===== src/rtl/ool_pkg.sv =====
package ool_pkg;
  localparam int LREG_W = 5;
  localparam int PREG_W = 6;

  typedef struct packed {
    logic [LREG_W-1:0] ldst;
    logic [PREG_W-1:0] opreg;
  } map_t;
endpackage


===== src/rtl/ool_lane_bank.sv =====
// One lane of the list: ROWS entries whose tags share the low lane bits.
module ool_lane_bank
  import ool_pkg::*;
#(
  parameter int ROWS    = 8,
  parameter int LANES   = 4,
  parameter int NCPL    = 3,
  parameter int LANE_ID = 0,
  localparam int ROW_W  = $clog2(ROWS),
  localparam int LANE_W = $clog2(LANES),
  localparam int TAG_W  = ROW_W + LANE_W
) (
  input  logic              clk,
  input  logic              rst_n,
  input  logic              wr_en,
  input  logic [ROW_W-1:0]  wr_row,
  input  map_t              wr_map,
  input  logic [NCPL-1:0]   cpl_valid,
  input  logic [NCPL*TAG_W-1:0] cpl_tag,
  input  logic [NCPL-1:0]   cpl_exc,
  input  logic [ROW_W-1:0]  win_row,
  output logic              win_done,
  output logic              win_exc,
  output logic [PREG_W-1:0] win_opreg,
  input  logic [ROW_W-1:0]  rb_row,
  output map_t              rb_map
);

  logic [ROWS-1:0] done_q, done_d;
  logic [ROWS-1:0] exc_q, exc_d;
  map_t            map_q [ROWS];

  always_comb begin
    done_d = done_q;
    exc_d  = exc_q;
    for (int r = 0; r < ROWS; r++) begin
      for (int p = 0; p < NCPL; p++) begin
        if (cpl_valid[p] &&
            (cpl_tag[p*TAG_W +: LANE_W] == LANE_W'(LANE_ID)) &&
            (cpl_tag[p*TAG_W+LANE_W +: ROW_W] == ROW_W'(r))) begin
          done_d[r] = 1'b1;
          exc_d[r]  = exc_d[r] | cpl_exc[p];
        end
      end
      if (wr_en && (wr_row == ROW_W'(r))) begin
        done_d[r] = 1'b0;
        exc_d[r]  = 1'b0;
      end
    end
  end

  always_ff @(posedge clk or negedge rst_n) begin
    if (!rst_n) begin
      done_q <= '0;
      exc_q  <= '0;
    end else begin
      done_q <= done_d;
      exc_q  <= exc_d;
    end
  end

  always_ff @(posedge clk) begin
    if (wr_en) begin
      map_q[wr_row] <= wr_map;
    end
  end

  assign win_done  = done_q[win_row];
  assign win_exc   = exc_q[win_row];
  assign win_opreg = map_q[win_row].opreg;
  assign rb_map    = map_q[rb_row];

endmodule


===== src/rtl/ool_grad_scan.sv =====
// Finds the run of retirable entries at the head of the window.
module ool_grad_scan #(
  parameter int LANES  = 4,
  localparam int NUM_W = $clog2(LANES + 1)
) (
  input  logic             enable,
  input  logic [LANES-1:0] slot_live,
  input  logic [LANES-1:0] slot_done,
  input  logic [LANES-1:0] slot_exc,
  output logic [LANES-1:0] grad_mask,
  output logic [NUM_W-1:0] grad_num,
  output logic             fault_head
);

  logic run_c;

  always_comb begin
    run_c     = enable;
    grad_mask = '0;
    grad_num  = '0;
    for (int i = 0; i < LANES; i++) begin
      if (run_c && slot_live[i] && slot_done[i] && !slot_exc[i]) begin
        grad_mask[i] = 1'b1;
        grad_num     = grad_num + NUM_W'(1);
      end else begin
        run_c = 1'b0;
      end
    end
  end

  assign fault_head = slot_live[0] & slot_done[0] & slot_exc[0];

endmodule


===== src/rtl/inflight_order_list.sv =====
module inflight_order_list
  import ool_pkg::*;
#(
  parameter int LANES    = 4,
  parameter int ROWS     = 8,
  parameter int NCPL     = 3,
  localparam int ENTRIES = LANES * ROWS,
  localparam int TAG_W   = $clog2(ENTRIES),
  localparam int LANE_W  = $clog2(LANES),
  localparam int ROW_W   = $clog2(ROWS),
  localparam int CNT_W   = $clog2(ENTRIES + 1),
  localparam int REQ_W   = $clog2(LANES + 1)
) (
  input  logic                    clk,
  input  logic                    rst_n,
  input  logic [REQ_W-1:0]        alloc_cnt,
  input  logic [LANES*LREG_W-1:0] alloc_ldst,
  input  logic [LANES*PREG_W-1:0] alloc_old_preg,
  output logic                    alloc_ready,
  output logic [TAG_W-1:0]        alloc_tag_base,
  output logic [CNT_W-1:0]        occupancy,
  input  logic [NCPL-1:0]         cpl_valid,
  input  logic [NCPL*TAG_W-1:0]   cpl_tag,
  input  logic [NCPL-1:0]         cpl_exc,
  output logic [LANES-1:0]        grad_valid,
  output logic [LANES*PREG_W-1:0] grad_old_preg,
  output logic                    rb_busy,
  output logic [LREG_W-1:0]       rb_ldst,
  output logic [PREG_W-1:0]       rb_old_preg
);

  logic [TAG_W-1:0] head_q, head_d, tail_q, tail_d;
  logic [CNT_W-1:0] occ_q, occ_d;
  logic             rb_q, rb_d;
  logic             state_en;

  logic [LANES-1:0]  lane_done, lane_exc;
  logic [PREG_W-1:0] lane_win_opreg [LANES];
  map_t              lane_rb_map [LANES];

  logic [LANES-1:0]  slot_live, slot_done, slot_exc;
  logic [PREG_W-1:0] slot_opreg [LANES];

  logic [LANES-1:0]  grad_mask;
  logic [REQ_W-1:0]  grad_num;
  logic              fault_head;
  logic              alloc_fire;
  logic [REQ_W-1:0]  acc_num;
  logic [TAG_W-1:0]  rb_idx;
  map_t              rb_sel;

  assign rb_idx = tail_q - TAG_W'(1);

  // Storage lanes: entry e lives in lane e mod LANES, row e / LANES.
  for (genvar L = 0; L < LANES; L++) begin : g_lane
    logic [LANE_W-1:0] win_slot, wr_slot;
    logic [TAG_W-1:0]  win_idx, wr_idx;
    logic              wr_en;
    map_t              wr_map;

    assign win_slot = LANE_W'(L) - head_q[LANE_W-1:0];
    assign win_idx  = head_q + TAG_W'(win_slot);
    assign wr_slot  = LANE_W'(L) - tail_q[LANE_W-1:0];
    assign wr_idx   = tail_q + TAG_W'(wr_slot);
    assign wr_en    = alloc_fire && (REQ_W'(wr_slot) < alloc_cnt);
    assign wr_map.ldst  = alloc_ldst[wr_slot*LREG_W +: LREG_W];
    assign wr_map.opreg = alloc_old_preg[wr_slot*PREG_W +: PREG_W];

    ool_lane_bank #(
      .ROWS    (ROWS),
      .LANES   (LANES),
      .NCPL    (NCPL),
      .LANE_ID (L)
    ) u_bank (
      .clk       (clk),
      .rst_n     (rst_n),
      .wr_en     (wr_en),
      .wr_row    (wr_idx[TAG_W-1:LANE_W]),
      .wr_map    (wr_map),
      .cpl_valid (cpl_valid),
      .cpl_tag   (cpl_tag),
      .cpl_exc   (cpl_exc),
      .win_row   (win_idx[TAG_W-1:LANE_W]),
      .win_done  (lane_done[L]),
      .win_exc   (lane_exc[L]),
      .win_opreg (lane_win_opreg[L]),
      .rb_row    (rb_idx[TAG_W-1:LANE_W]),
      .rb_map    (lane_rb_map[L])
    );
  end

  // Window slots in age order: slot i is entry head+i.
  for (genvar i = 0; i < LANES; i++) begin : g_slot
    logic [LANE_W-1:0] sl;
    assign sl            = head_q[LANE_W-1:0] + LANE_W'(i);
    assign slot_live[i]  = CNT_W'(i) < occ_q;
    assign slot_done[i]  = lane_done[sl];
    assign slot_exc[i]   = lane_exc[sl];
    assign slot_opreg[i] = lane_win_opreg[sl];
    assign grad_old_preg[i*PREG_W +: PREG_W] = slot_opreg[i];
  end

  ool_grad_scan #(
    .LANES (LANES)
  ) u_scan (
    .enable     (!rb_q),
    .slot_live  (slot_live),
    .slot_done  (slot_done),
    .slot_exc   (slot_exc),
    .grad_mask  (grad_mask),
    .grad_num   (grad_num),
    .fault_head (fault_head)
  );

  assign alloc_ready = !rb_q && !fault_head &&
                       (occ_q <= CNT_W'(ENTRIES - LANES));
  assign alloc_fire  = alloc_ready && (alloc_cnt != '0) &&
                       (alloc_cnt <= REQ_W'(LANES));
  assign acc_num     = alloc_fire ? alloc_cnt : '0;

  always_comb begin
    head_d = head_q;
    tail_d = tail_q;
    occ_d  = occ_q;
    rb_d   = rb_q;
    if (rb_q) begin
      tail_d = tail_q - TAG_W'(1);
      occ_d  = occ_q - CNT_W'(1);
      rb_d   = (occ_q != CNT_W'(1));
    end else if (fault_head) begin
      rb_d = 1'b1;
    end else begin
      head_d = head_q + TAG_W'(grad_num);
      occ_d  = occ_q - CNT_W'(grad_num);
    end
    tail_d = tail_d + TAG_W'(acc_num);
    occ_d  = occ_d + CNT_W'(acc_num);
  end

  assign state_en = rb_q | fault_head | (grad_num != '0) | alloc_fire;

  always_ff @(posedge clk or negedge rst_n) begin
    if (!rst_n) begin
      head_q <= '0;
      tail_q <= '0;
      occ_q  <= '0;
      rb_q   <= 1'b0;
    end else if (state_en) begin
      head_q <= head_d;
      tail_q <= tail_d;
      occ_q  <= occ_d;
      rb_q   <= rb_d;
    end
  end

  assign rb_sel         = lane_rb_map[rb_idx[LANE_W-1:0]];
  assign rb_ldst        = rb_sel.ldst;
  assign rb_old_preg    = rb_sel.opreg;
  assign rb_busy        = rb_q;
  assign grad_valid     = grad_mask;
  assign occupancy      = occ_q;
  assign alloc_tag_base = tail_q;

endmodule


===== config.mk =====
export PLATFORM = sky130hd
export DESIGN_NAME = inflight_order_list
export DESIGN_NICKNAME = d
export VERILOG_FILES = /design/src/rtl/ool_pkg.sv /design/src/rtl/ool_lane_bank.sv /design/src/rtl/ool_grad_scan.sv /design/src/rtl/inflight_order_list.sv
export SDC_FILE = /design/constraint.sdc
export NUM_CORES = 1
export LEC_CHECK = 0
export BUFFER_PORTS_ARGS = -buffer_cell sky130_fd_sc_hd__buf_2
export CAP_MARGIN = 5
export CORE_ASPECT_RATIO = 0.7
export CORE_UTILIZATION = 60
export DETAILED_ROUTE_END_ITERATION = 16
export HOLD_SLACK_MARGIN = 0.15
export PLACE_DENSITY = 0.84
export SETUP_SLACK_MARGIN = 0.5
export SKIP_LAST_GASP = 1
export SYNTH_ARGS = -nofsm -noshare
export SYNTH_HDL_FRONTEND = slang
export SYNTH_HIERARCHICAL = 1
export SYNTH_SLANG_ARGS = --single-unit

===== constraint.sdc =====
create_clock -name clk -period 9.2 [get_ports clk]
set_clock_uncertainty 0.2 [all_clocks]
set_input_delay 1.84 -clock clk [delete_from_list [all_inputs] [get_ports clk]]
set_output_delay 1.84 -clock clk [all_outputs]
set_load 0.03 [all_outputs]

Yosys cells after proc, flatten, opt, wreduce, memory -nomap -nowiden --
Memory sizes are Yosys's and may differ from the RTL's. Cells that the tools add are included.
Storage, ports and cells: flip-flop bits (word level) 81, memory bits (writable) 352, input port bits 70, output and inout bits 52, memories kept 4
Cells by class: add/sub/neg operators 28, $mul 8, magnitude comparators 23, eq/ne operators 59, shifts and indexed selects 8, mux-type cells 328, bitwise operators 108, reductions and logical operators 211
Memories:
- g_lane[0].u_bank.map_q | words 8, width 11, rd ports 2, clocked after memory_dff 0, wr ports 1, RTL line ool_lane_bank.sv:31 | map_t map_q [ROWS];
- g_lane[1].u_bank.map_q | words 8, width 11, rd ports 2, clocked after memory_dff 0, wr ports 1, RTL line ool_lane_bank.sv:31
- g_lane[2].u_bank.map_q | words 8, width 11, rd ports 2, clocked after memory_dff 0, wr ports 1, RTL line ool_lane_bank.sv:31
- g_lane[3].u_bank.map_q | words 8, width 11, rd ports 2, clocked after memory_dff 0, wr ports 1, RTL line ool_lane_bank.sv:31
Operators with widths (count):
- two-way mux 1 bit | 290
- logical AND 1 bit | 160
- nonzero test 4 bit | 32
- bitwise OR 1 bit | 99
- indexed part select 24 x 6 -> 6 bit | 4
- == test 3 bit, second input constant | 28
- indexed part select 20 x 6 -> 5 bit | 4
- two-way mux 6 bit | 10
- binary-select mux 6 bit (select 2 bit) | 4
- == test 3 x 2 -> 1 bit, second input constant | 14
- adder 5 x 2 -> 5 bit | 8
- binary-select mux 1 bit (select 3 bit) | 8
- binary-select mux 11 bit (select 2 bit) | 1
- two-way mux 11 bit | 2
- == test 3 x 1 -> 1 bit, second input constant | 7
- logical NOT 3 bit | 7
- multiplier 2 x 3 -> 5 bit, second input constant | 4
- binary-select mux 1 bit (select 2 bit) | 8
- less-than comparator 3 x 4 -> 1 bit, second input constant | 4
- multiplier 2 x 2 -> 4 bit, second input constant | 4
- >= comparator 3 bit, second input constant | 5
- inverter 2 -> 3 bit | 5
- == test 2 bit, second input constant | 6
- less-than comparator 1 x 6 -> 1 bit, first input constant | 2
- 26 further kinds | 57

Longest topological paths before layout --
word-level depth 25, depth in mapped cells 37, mapped depth without buffers 31

Hierarchy --
Netlist, hierarchy kept.
By module, submodules not included:
- ool_lane_bank at g_lane[1].u_bank ... | times used 2, cells each 265, area an instance 4780.8 sq um, seq. area each 3042.9 sq um
- ool_lane_bank at g_lane[0].u_bank | times used 1, cells each 262, area an instance 4783.3 sq um, seq. area each 3042.9 sq um
- ool_lane_bank at g_lane[3].u_bank | times used 1, cells each 265, area an instance 4778.3 sq um, seq. area each 3042.9 sq um
- inflight_order_list | times used 1, cells each 341, area an instance 4124.0 sq um, seq. area each 425.4 sq um
- ool_grad_scan | times used 1, cells each 25, area an instance 219.0 sq um, seq. area each 0.0 sq um

Worst setup path before layout --
No wires, ideal clock.
path kind register to register, start reg head_q[0], end reg occ_q[5], in the netlist occupancy[5], setup time 0.081 ns, data arrival time 7.873 ns, required time 8.919 ns, setup slack 1.046 ns, cell stages (with the launch flop) 37, path buffers 6, period minus slack after synthesis 8.154 ns, cells stage by stage dfrtp_1 buf_2 buf_2 buf_2 inv_1 ha_1 clkbuf_1 xor2_1 a21o_1 nand2_1 xnor2_1 clkbuf_1 buf_2 mux4_1 mux2_2 mux4_2 and4b_2 inv_2 or2_1 inv_1 ha_1 inv_1 mux2i_1 ha_1 mux2i_1 mux2i_1 fa_1 nor2_1 a211oi_1 a21oi_1 ha_1 a21o_1 a21oi_1 nor2_1 a211o_1 a211oi_2 xor2_1
Between the ends: word-level cells in the longest chain between the ends 25
RTL lines:
- start: declaration | RTL line inflight_order_list.sv:32 | logic [TAG_W-1:0] head_q, head_d, tail_q, tail_d;
- start signal: assignment | RTL line inflight_order_list.sv:144 | head_q <= '0;
- start signal: assignment | RTL line inflight_order_list.sv:149 | head_q <= head_d;
- subtractor 1 x 2 -> 2 bit | RTL line inflight_order_list.sv:61 | assign win_slot = LANE_W'(L) - head_q[LANE_W-1:0];
- adder 5 x 2 -> 5 bit * | RTL line inflight_order_list.sv:62 | assign win_idx = head_q + TAG_W'(win_slot);
- named net g_lane[0].win_idx[3] | RTL line inflight_order_list.sv:57 | logic [TAG_W-1:0] win_idx, wr_idx;
- binary-select mux 1 bit (select 3 bit) * | RTL line ool_lane_bank.sv:69 | assign win_exc = exc_q[win_row];
- two-way mux 1 bit (not written as such) * | RTL line ool_lane_bank.sv:69
- named net lane_exc[0] | RTL line inflight_order_list.sv:37 | logic [LANES-1:0] lane_done, lane_exc;
- binary-select mux 1 bit (select 2 bit) * | RTL line inflight_order_list.sv:98 | assign slot_exc[i] = lane_exc[sl];
- two-way mux 1 bit (not written as such) * | RTL line inflight_order_list.sv:98
- named net slot_exc[0] | RTL line inflight_order_list.sv:41 | logic [LANES-1:0] slot_live, slot_done, slot_exc;
- (+1 left out)
- logical AND 1 bit * | RTL line ool_grad_scan.sv:22 | if (run_c && slot_live[i] && slot_done[i] && !slot_exc[i]) begin
- parallel branches: the longest is 12 deep, another holds adder 3 x 1 -> 3 bit
- two-way mux 3 bit * | RTL line ool_grad_scan.sv:22
- named net grad_num[1] | RTL line inflight_order_list.sv:45 | logic [REQ_W-1:0] grad_num;
- subtractor 6 x 3 -> 6 bit | RTL line inflight_order_list.sv:134 | occ_d = occ_q - CNT_W'(grad_num);
- two-way mux 6 bit | RTL line inflight_order_list.sv:130 | end else if (fault_head) begin
- two-way mux 6 bit | RTL line inflight_order_list.sv:126 | if (rb_q) begin
- adder 6 x 3 -> 6 bit | RTL line inflight_order_list.sv:137 | occ_d = occ_d + CNT_W'(acc_num);
- end signal: assignment | RTL line inflight_order_list.sv:146 | occ_q <= '0;
- end signal: assignment | RTL line inflight_order_list.sv:151 | occ_q <= occ_d;
- end: declaration | RTL line inflight_order_list.sv:33 | logic [CNT_W-1:0] occ_q, occ_d;
Mark *: on every way through the listed nets, which the timed path passes. The select of a mux whose other input is x is not followed. A chain may end at the register's enable or synchronous reset.

Worst setup path in the final report --
start reg head_q[1], end reg occ_q[5], in the netlist occupancy[5]
The elaborated chain is that of the path after synthesis.

==> run metrics <==
Synth top area share 0.4504; core area just under 40000 sq um; Final Util 0.6778; post-synthesis instance total 1423; Comb power frac 0.533; min cycle time layout between 8 and 9 ns; max cap viols 0; max incr delay on CP ~0.62 ns; Crit Path Class flop to flop; gr ovfl total 0; Filler cells between 2k and 2.5k; Max stage delay cell, worst path ha_2; Setup Viol. Count Final 0; Vias 15.57k; I/O Pins 122; Root Buffer Master clkbuf_16; Reg power frac 0.289; Routed wire per std cell 31.68 um; flip-flop and latch area around 13000 sq um; Area Overhead vs Synth 11.24%; CTS tree yes; Mapped Nets roughly 1.5k; RePlAce Congestion between 0.9 and 1; Die Ht 167.5 um; Initial DRC Count approximately 2.4k; endpoint class of the critical path flop; DRC 0; Synth Warn # 6; vias per cell ~7.4; RSZ-0062 raised after global routing false; 1st-pass router iterations 6; Pwr Density 379.4 nW/um^2; most common flop cell mapped by yosys edfxtp_1; #FFs+latches synth approximately 430; CTS max path bufs 3; sequential area share after synthesis 0.5368; max frequency 123.9 MHz; CTS buffer count 41; Final Max Tran Viols 0; fraction of registers with async set/reset 0.1871; die area 39920 sq um; Hold Crit Class flop to flop; Distinct cells, synth 66; area of the mapped netlist ~23000 sq um; WL final about 67000 um; switching share of power 0.3991; Reg clk slew, reported paths approximately 0.07 ns; status complete, no violations; number of global-route vias before repair approximately 15k; worst skew pair latency approximately 0.57 ns; P_sw slightly below 0.004 W; FP Rows 60; proportion of layout cells with a drive suffix above 1 0.3435; Post-Route Setup TNS 0 ns; final hold vios 0; Worst Path Required approximately 9.5 ns; postcts setup bufs 0; largest area contributor in the netlist edfxtp_1; multi-input logic area ~10000 sq um; initial antenna violation count 1; crit start category flop; Hold-fix buffers, CTS 0; Clk pwr share 0.178; port buffer count approximately 120; first-pass GRT wire length a little under 100000 um; Die X around 240 um; internal power 0.005952 W; Worst VDD drop about 0.00032 V; Clock Sinks about 430; Final Cycle Share 0.8775; Starting Density 0.6093; Leakage approximately 8.8 nW; gr usage total 0.3412; post-route ant nets 0; Resized cells post-CTS 0; Mean Syn Cell Area ~16 sq um; crit-path max FO 24; EDFF count, synth 352; top post-synthesis cells by area edfxtp_1 (45%), mux4_2 (17%), dfrtp_1 (8.6%), mux4_1 (6.7%), mux2_2 (3.8%); htree depth 2; max_slew headroom 0.1125; most frequent CP cell ha_1; largest net degree at the start of global routing 90; post-DP HPWL about 44000 um; # nets final about 1.6k; Worst-Margin Slew between 1 and 1.5 ns; Arr. time, crit path between 8 and 9 ns
-- per-stage QoR --
step	instance area, sq um	total power (W)	cells	setup slack, ns	hold slack (ns)
after floorplan	23470	0.006762	1423	1.046	0.2899
after global placement	24720	0.007926	2023	1.281	0.3079
after detailed placement	24720	0.008092	2023	1.028	0.3156
after CTS	26100	0.009886	2099	0.9936	0.3311
after global routing	26100	0.01027	2099	0.6836	0.3581
final	26100	0.009905	2100	1.127	0.3333
-- kinds of logic after synthesis --
kind of cell | synth area share
and+or+nand+nor | 0.06425
xor gates and xnor gates | 0.01344
muxes | 0.2812
DFF | 0.5368
AOI/OAI and AO/OA | 0.05497
buffers and inverters | 0.02778
adders and majority gates | 0.02154
-- worst max-delay path, delay by kind of cell, from the launching register on --
family / cells / cell delay (ns)
simple gates: 7 / 1.37
xor+xnor: 5 / 0.88
fa+ha+maj: 5 / 1.77
buf+inv: 5 / 0.95
flops: 1 / 0.34
compound gates: 6 / 1.36
mux: 3 / 1.13
-- flip-flops by register name (all words and copies together), names as in the netlist --
name and cells:
alloc_tag_base 5, g_lane.u_bank/done_q 32, g_lane.u_bank/exc_q 32, g_lane.u_bank/map_q 352, head_q 5, occupancy 6, rb_busy 1
-- synth_stat cells (6+ instances only) --
library cell	number
nor3_1	13
o21ai_0	8
and4b_1	10
o21a_1	7
nor2_1	56
a32oi_1	8
nor4bb_1	9
buf_6	7
clkbuf_1	45
buf_1	18
nand2_1	27
a31oi_1	70
buf_4	8
dfrtp_1	81
mux2_2	80
nor2b_1	31
buf_2	18
edfxtp_1	352
mux2i_1	6
nand4_1	16
mux4_2	179
nand3_1	60
a41oi_1	8
inv_1	21
xor2_1	16
a22oi_1	20
nand2b_1	13
ha_1	34
xnor2_1	20
a21oi_1	65
mux4_1	60
-- layout by cell type (no fill, tap or decap), types with 3 or more instances in the layout --
master,n
a31oi_1,70
nand2_1,27
a32oi_1,8
nand3_1,60
edfxtp_1,352
nand3b_1,3
nand4_1,16
xnor2_1,18
o21a_1,7
clkinv_1,5
a21oi_1,65
and3_1,3
mux4_1,60
nor4bb_1,8
nor3_1,5
a41oi_1,8
a22oi_1,20
nor4b_2,3
and4_1,3
clkbuf_1,6
fa_1,4
nor2_1,56
nand2b_1,13
a21o_1,4
bufinv_16,5
buf_2,120
nor3_2,9
nor2b_1,31
inv_1,21
clkbuf_16,42
dfrtp_1,78
buf_4,55
xor2_1,14
mux2i_1,6
and4b_1,10
ha_1,32
mux4_2,179
o21ai_0,8
clkinv_2,11
mux2_2,80
-- layout make-up --
cell class,count,area share
Sequential cell,433,0.4828
Tap cell,527,0.02526
Clock inverter,28,0.01165
Multi-Input combinational cell,863,0.3954
Clock buffer,48,0.04113
Timing Repair Buffer,177,0.04036
Inverter,23,0.003307
Antenna cell,1,0.00009586
-- worst paths after layout --
path	startpoint	end	slack, ns	depth (start not counted)
worst min register to register	g_lane[3].u_bank/done_q[0]$_DFFE_PN0P_	g_lane[3].u_bank/done_q[0]$_DFFE_PN0P_	0.33	2
min in group asynchronous	rst_n	g_lane[1].u_bank/done_q[7]$_DFFE_PN0P_	0.89	1
worst max-delay path	head_q[1]$_DFFE_PN0P_	occupancy[5]$_DFFE_PN0N_	1.13	31
worst max register to register	head_q[1]$_DFFE_PN0P_	occupancy[5]$_DFFE_PN0N_	1.13	31
worst min-delay path	g_lane[3].u_bank/done_q[0]$_DFFE_PN0P_	g_lane[3].u_bank/done_q[0]$_DFFE_PN0P_	0.33	2
max in group asynchronous	rst_n	alloc_tag_base[0]$_DFFE_PN0N_	6.61	2
-- power groups by stage --
stage	clock network [W]	logic [W]	registers [W]
3_5_place_dp	0	0.00521	0.00289
3_3_place_gp	0	0.00504	0.00288
5_1_grt	0.00185	0.00554	0.00288
4_1_cts	0.00178	0.00525	0.00285
6_report	0.00176	0.00528	0.00286
2_1_floorplan	0	0.00398	0.00278
-- metal layers --
| layer | track usage | share of wire | vias to the layer above |
|---|---|---|---|
| met3 | 0.09215 | 0.13 | 199 |
| met5 | 0 | 0 | - |
| met2 | 0.5235 | 0.46 | 1228 |
| met1 | 0.4767 | 0.37 | 7946 |
| met4 | 0.1198 | 0.037 | 0 |
| li1 | - | - | 6201 |
Note: power is estimated with default switching activity, not from simulation.
